## src/rtl/link_slave_pkg.sv

```systemverilog
package link_slave_pkg;

  typedef enum logic [2:0] {
    ST_IDLE,
    ST_HDR,
    ST_WDATA,
    ST_TURN,
    ST_LOWWAIT,
    ST_START,
    ST_RDATA,
    ST_TAIL
  } phaseT;

  // Strobes from control to datapath
  typedef struct packed {
    logic capHdr;     // latch flag and chip-select bits
    logic shiftIn;    // shift one write bit per lane
    logic loadRd;     // capture read word
    logic shiftOut;   // advance read word by one bit
    logic driveHigh;  // start mark on both lanes
    logic driveData;  // payload bits on the lanes
  } ctlT;

endpackage

```

## src/rtl/link_slave_ctrl.sv

```systemverilog
module link_slave_ctrl
  import link_slave_pkg::*;
#(
  parameter int LANE_BITS = 8,
  parameter int TURN_EDGE = 8
) (
  input  logic       clk,
  input  logic       rstN,
  input  logic       linkRise,
  input  logic [1:0] laneIn,
  input  logic       rdReady,
  output ctlT        ctl,
  output logic       driveEn,
  output logic       wrStrobe,
  output logic       rdReq
);

  localparam int CNT_W = $clog2(2 * LANE_BITS + 16);
  localparam logic [CNT_W-1:0] LAST_WBIT  = CNT_W'(LANE_BITS - 1);
  localparam logic [CNT_W-1:0] LAST_RSLOT = CNT_W'(2 * LANE_BITS - 1);
  localparam logic [CNT_W-1:0] TURN_LAST  = CNT_W'(TURN_EDGE - 1);
  localparam logic [CNT_W-1:0] FIRST_TURN = CNT_W'(3);
  localparam logic [CNT_W-1:0] ONE        = CNT_W'(1);

  phaseT            state;
  logic [CNT_W-1:0] cnt;
  logic             isRead;

  always_ff @(posedge clk) begin
    if (!rstN) begin
      state    <= ST_IDLE;
      cnt      <= '0;
      isRead   <= 1'b0;
      wrStrobe <= 1'b0;
      rdReq    <= 1'b0;
    end else begin
      wrStrobe <= 1'b0;
      rdReq    <= 1'b0;
      case (state)
        ST_IDLE: begin
          if (linkRise && laneIn[0]) begin
            isRead <= laneIn[1];
            state  <= ST_HDR;
          end
        end
        ST_HDR: begin
          if (isRead) begin
            state <= ST_TURN;
            cnt   <= FIRST_TURN;   // index of the next edge
            rdReq <= 1'b1;
          end else begin
            state <= ST_WDATA;
            cnt   <= '0;
          end
        end
        ST_WDATA: begin
          if (cnt == LAST_WBIT) begin
            state    <= ST_IDLE;
            wrStrobe <= 1'b1;
          end else begin
            cnt <= cnt + ONE;
          end
        end
        ST_TURN: begin
          if (cnt == TURN_LAST) begin
            state <= ST_LOWWAIT;
          end else begin
            cnt <= cnt + ONE;
          end
        end
        ST_LOWWAIT: begin
          if (rdReady && !linkRise) begin
            state <= ST_START;
            cnt   <= '0;
          end
        end
        ST_START: begin
          if (cnt == ONE) begin
            state <= ST_RDATA;
            cnt   <= '0;
          end else begin
            cnt <= cnt + ONE;
          end
        end
        ST_RDATA: begin
          if (cnt == LAST_RSLOT) begin
            state <= ST_TAIL;
            cnt   <= '0;
          end else begin
            cnt <= cnt + ONE;
          end
        end
        ST_TAIL: begin
          if (cnt == ONE) begin
            state <= ST_IDLE;
          end else begin
            cnt <= cnt + ONE;
          end
        end
        default: state <= ST_IDLE;
      endcase
    end
  end

  always_comb begin
    ctl.capHdr    = (state == ST_HDR);
    ctl.shiftIn   = (state == ST_WDATA);
    ctl.loadRd    = (state == ST_LOWWAIT) && rdReady && !linkRise;
    ctl.shiftOut  = (state == ST_RDATA) && cnt[0];
    ctl.driveHigh = (state == ST_START);
    ctl.driveData = (state == ST_RDATA);
    driveEn       = (state == ST_LOWWAIT) || (state == ST_START) ||
                    (state == ST_RDATA)   || (state == ST_TAIL);
  end

endmodule

```

## src/rtl/link_slave_dp.sv

```systemverilog
module link_slave_dp
  import link_slave_pkg::*;
#(
  parameter int LANE_BITS = 8
) (
  input  logic                   clk,
  input  logic                   rstN,
  input  ctlT                    ctl,
  input  logic [1:0]             laneIn,
  input  logic [2*LANE_BITS-1:0] rdWord,
  output logic                   cmdAddrFlag,
  output logic                   cmdChipSel,
  output logic [2*LANE_BITS-1:0] wrWord,
  output logic [1:0]             laneOut
);

  localparam int WORD_W = 2 * LANE_BITS;

  logic [LANE_BITS-1:0] inLo, inHi;
  logic [LANE_BITS-1:0] outLo, outHi;

  always_ff @(posedge clk) begin
    if (!rstN) begin
      cmdAddrFlag <= 1'b0;
      cmdChipSel  <= 1'b0;
      inLo        <= '0;
      inHi        <= '0;
      outLo       <= '0;
      outHi       <= '0;
    end else begin
      if (ctl.capHdr) begin
        cmdAddrFlag <= laneIn[0];
        cmdChipSel  <= laneIn[1];
      end
      if (ctl.shiftIn) begin
        // first bit received ends at position 0
        inLo <= {laneIn[0], inLo[LANE_BITS-1:1]};
        inHi <= {laneIn[1], inHi[LANE_BITS-1:1]};
      end
      if (ctl.loadRd) begin
        outLo <= rdWord[LANE_BITS-1:0];
        outHi <= rdWord[WORD_W-1:LANE_BITS];
      end else if (ctl.shiftOut) begin
        outLo <= outLo >> 1;
        outHi <= outHi >> 1;
      end
    end
  end

  assign wrWord = {inHi, inLo};

  always_comb begin
    if (ctl.driveData)      laneOut = {outHi[0], outLo[0]};
    else if (ctl.driveHigh) laneOut = 2'b11;
    else                    laneOut = 2'b00;
  end

endmodule

```

## src/rtl/link_slave.sv

```systemverilog
module link_slave
  import link_slave_pkg::*;
#(
  parameter int LANE_BITS = 8,
  parameter int TURN_EDGE = 8
) (
  input  logic                   clk,
  input  logic                   rstN,
  input  logic                   linkRise,
  input  logic [1:0]             laneIn,
  output logic [1:0]             laneOut,
  output logic [1:0]             laneOe,
  output logic                   cmdAddrFlag,
  output logic                   cmdChipSel,
  output logic                   wrStrobe,
  output logic [2*LANE_BITS-1:0] wrData,
  output logic                   rdReq,
  input  logic                   rdReady,
  input  logic [2*LANE_BITS-1:0] rdData
);

  ctlT  ctl;
  logic driveEn;

  link_slave_ctrl #(
    .LANE_BITS(LANE_BITS),
    .TURN_EDGE(TURN_EDGE)
  ) u_ctrl (
    .clk      (clk),
    .rstN     (rstN),
    .linkRise (linkRise),
    .laneIn   (laneIn),
    .rdReady  (rdReady),
    .ctl      (ctl),
    .driveEn  (driveEn),
    .wrStrobe (wrStrobe),
    .rdReq    (rdReq)
  );

  link_slave_dp #(
    .LANE_BITS(LANE_BITS)
  ) u_dp (
    .clk         (clk),
    .rstN        (rstN),
    .ctl         (ctl),
    .laneIn      (laneIn),
    .rdWord      (rdData),
    .cmdAddrFlag (cmdAddrFlag),
    .cmdChipSel  (cmdChipSel),
    .wrWord      (wrData),
    .laneOut     (laneOut)
  );

  assign laneOe = {driveEn, driveEn};

endmodule

```

## config.mk

```make
export PLATFORM = sky130hd
export DESIGN_NAME = link_slave
export DESIGN_NICKNAME = d
export VERILOG_FILES = /design/src/rtl/link_slave_pkg.sv /design/src/rtl/link_slave_ctrl.sv /design/src/rtl/link_slave_dp.sv /design/src/rtl/link_slave.sv
export SDC_FILE = /design/constraint.sdc
export NUM_CORES = 1
export LEC_CHECK = 0
export BUFFER_PORTS_ARGS = -buffer_cell sky130_fd_sc_hd__buf_4
export CELL_PAD_IN_SITES_DETAIL_PLACEMENT = 1
export CELL_PAD_IN_SITES_GLOBAL_PLACEMENT = 1
export CORE_MARGIN = 2
export CORE_UTILIZATION = 30
export CTS_CLUSTER_SIZE = 10
export DETAILED_ROUTE_END_ITERATION = 10
export GPL_ROUTABILITY_DRIVEN = 1
export PLACE_DENSITY_LB_ADDON = 0.25
export SLEW_MARGIN = 20
export SYNTH_ARGS = -nofsm -noshare
export SYNTH_HDL_FRONTEND = slang
export SYNTH_SLANG_ARGS = --single-unit
```

## constraint.sdc

```tcl
create_clock -name clk -period 2.36 [get_ports clk]
set_input_delay 0.354 -clock clk [delete_from_list [all_inputs] [get_ports clk]]
set_output_delay 0.354 -clock clk [all_outputs]
set_load 0.005 [all_outputs]
```

==> metrics.md <==
| Metric | Value |
|---|---|
| Run status | `finished clean` |
| Synthesized net count | `between 200 and 300` |
| Final slew viol count | `0` |
| Sum of net half-perimeters after detailed placement | `approximately 3700 µm` |
| First-pass GRT wire length | `8560 µm` |
| Overall via count from detail_route | `1810` |
| Mapped cell area | `0.00216 mm²` |
| Power Dens Cells | `~590 mW/mm²` |
| Mean Syn Cell Area | `roughly 8.9 µm²` |
| Startpoint type of the worst setup path | `register` |
| Placement row count | `30` |
| Worst slew slack as a fraction of its limit | `60.6%` |
| Reported leakage power | `about 1.2 nW` |
| Via count of the first global-routing pass | `around 1800` |
| Clock latency reported for the late side of the worst-skew pair | `around 0.30 ns` |
| Setup repair after global routing missed its margin | `no` |
| Peak ir drop on the vdd network | `0.165 mV` |
| Category of the critical setup timing path | `register to register` |
| Skew final | `approximately 0.0066 ns` |
| Count of cells along the worst hold path | `2` |
| Final RePlAce weighted congestion | `roughly 0.76` |
| Maximum root-to-sink buffer count | `2` |
| Summed area of non-filler cells in the final layout | `between 0.002 and 0.003 mm²` |
| Largest net degree at the start of global routing | `29` |
| Die outline area | `between 0.007 and 0.008 mm²` |
| Period Utilization, post-route | `85.9%` |
| Total of max-cap violations | `0` |
| Boundary pin count | `46` |
| Total congestion overflow | `0` |
| Starting Density | `between 30% and 40%` |
| PostCTS Resize Cnt | `0` |
| Flops & latches, synth | `45` |
| Final setup violation count | `0` |
| Critical path capture point type | `register` |
| Area post-placement | `~0.0026 mm²` |
| Clock-pin transition on the worst setup and hold timing paths | `0.08 ns` |
| Number of CTS-inserted buffers | `5` |
| Post-synth EDFFs | `0` |
| Synth-to-layout area growth | `23.3%` |
| DRC | `0` |
| Core area | `around 0.007 mm²` |
| Most common library cell in the layout ignoring fill and taps | `buf_4` |
| Post-synthesis sequential area ratio | `between 40% and 50%` |
| Ratio of cells with drive above 1 in the final layout | `between 20 and 30%` |
| FMAX | `between 400 and 500 MHz` |
| CTS root buf | `clkbuf_8` |
| Clock sink total | `45` |
| Via-per-instance ratio | `between 4 and 5` |
| Number of buffers inserted by hold repair at cts | `0` |
| Detailed-router iteration count before antenna repair | `4` |
| Proportion of synthesized flip-flops having asynchronous set or reset | `0%` |
| Number of H-tree branching levels | `2` |
| Clock tree from TritonCTS | `yes` |
| Hold/Removal Path Class | `input pin to register` |
| Total wirelength of the detailed-routed design | `a little over 5000 µm` |
| Overall fraction of global-route tracks in use | `around 14%` |
| Main flop type after synthesis | `dfxtp_1` |
| Main area contributors after synthesis | `dfxtp_1 (42%), nand2_1 (8.0%), mux2i_1 (7.4%), a211oi_1 (4.9%), a21boi_0 (4.5%)` |
| Crit path DAT | `2.22 ns` |
| Slew at the pin with the worst max-slew slack | `0.585 ns` |
| Leading cell types in the layout, fill and taps excluded | `buf_4 (55), nand2_1 (46), dfxtp_1 (45), nor2_1 (20), mux2i_1 (16)` |
| Filler Cell Count | `between 800 and 900` |
| Area share of the leading cell type in the synthesized netlist | `about two fifths` |
| Yosys cell types | `42` |
| TNS Setup | `0 ns` |
| Logic depth of the worst register-to-register path | `8` |
| Tot Pwr | `about 1.6 mW` |
| Violation count after the first detailed-routing iteration | `53` |
| Cell accounting for the most synthesized area | `dfxtp_1` |
| Port Buffers | `45` |
| Post-route ant nets | `0` |
| Overall die height | `~89 µm` |
| Endpoint required time on the critical path | `about 2.6 ns` |
| Buffer count from post-CTS setup fixing | `0` |
| Shortest clock period the worst path allows after layout | `about 2 ns` |
| Ant diodes | `0` |
| Yosys warnings | `0` |
| Initial antenna violation count | `0` |
| Final Net Count | `310` |
| Routed WL per cell | `between 10 and 15 µm` |
| Cell count after synthesis | `between 200 and 250` |
| CP max FO | `6` |
| Final hold viol count | `0` |
| Die Wd | `approximately 89 µm` |
cells in the mapped netlist (all sizes together), types with 4 or more instances:
cell type and number:
nand2 46, dfxtp 45, nor2 20, mux2i 16, a211oi 14, a21boi 13, clkbuf 13, a21oi 12
buf 7, and2 4, ha 4, nor2b 4, o211ai 4
where the power goes:
group / switching (mW) / leakage, nW / internal, mW / total (mW)
Clock: 0.281 / 0.0374 / 0.209 / 0.490
Sequential: 0.0348 / 0.364 / 0.783 / 0.817
Combinational: 0.140 / 0.756 / 0.119 / 0.259
Total: 0.456 / 1.16 / 1.11 / 1.57
final cells by class:
| type | instances | area (µm²) | share of cell area (%) |
|---|---|---|---|
| Sequential cell | 45 | 901 | 33.9 |
| Multi-Input combinational cell | 173 | 1120 | 42.2 |
| Inverter | 4 | 15.0 | 0.564 |
| Timing Repair Buffer | 55 | 413 | 15.5 |
| Tap cell | 96 | 120 | 4.52 |
| Clock buffer | 6 | 72.6 | 2.73 |
| Clock inverter | 2 | 15.0 | 0.564 |
critical path, stage by stage, from the launching register on:
cell and delay (ns):
dfxtp_1 0.43, ha_1 0.24, nand3_1 0.11, inv_1 0.07, ha_1 0.13, a21boi_0 0.19, a311oi_4 0.38, o211ai_1 0.13
o221a_1 0.24
sequential cells by signal, summed over array words and instances, names as in the netlist:
signal / flops
u_dp.cmdChipSel: 1
u_dp.inLo: 8
u_dp.cmdAddrFlag: 1
u_ctrl.cnt: 5
u_ctrl.state: 3
u_ctrl.isRead: 1
u_dp.outLo: 8
u_ctrl.wrStrobe: 1
u_dp.outHi: 8
u_dp.inHi: 8
u_ctrl.rdReq: 1
through the flow:
step / setup slack, ns / cells / utilization, % / hold WS, ns
6_report: 0.333 / 381 / 38.7 / 0.294
5_1_grt: 0.130 / 381 / 38.7 / 0.284
3_5_place_dp: 0.391 / 373 / 37.4 / 0.452
4_1_cts: 0.318 / 381 / 38.7 / 0.288
3_3_place_gp: 0.414 / 373 / 37.4 / 0.447
2_1_floorplan: 0.478 / 242 / - / 0.453
layer usage:
metal  vias to the layer above  track usage [%]  part of all wire [%]
met5                         -                0                     0
met4                         0             4.13                  0.48
met3                         3             3.92                   4.8
met2                        38             22.4                    46
met1                       842             18.1                    49
li1                        927                -                     -
logic make-up after synthesis:
logic type      Yosys count  share of synthesized area, %
compound gates           59                          21.5
simple gates             94                          20.9
flops                    45                          41.8
mux                      16                          7.42
buf+inv                  24                          6.15
fa+ha+maj                 4                          2.32
path summary, 6_finish.rpt:
| check | slack [ns] | end | startpoint |
|---|---|---|---|
| min reg2reg | 0.47 | u_dp.inLo[0]$_SDFFE_PN0N_ | u_dp.inLo[0]$_SDFFE_PN0N_ |
| max | 0.33 | u_ctrl.cnt[0]$_SDFFE_PN0P_ | u_ctrl.cnt[0]$_SDFFE_PN0P_ |
| min | 0.29 | u_dp.outLo[0]$_SDFFE_PN0P_ | rdData[0] |
| max reg2reg | 0.33 | u_ctrl.cnt[0]$_SDFFE_PN0P_ | u_ctrl.cnt[0]$_SDFFE_PN0P_ |
Power figures use the tool's default switching activity.
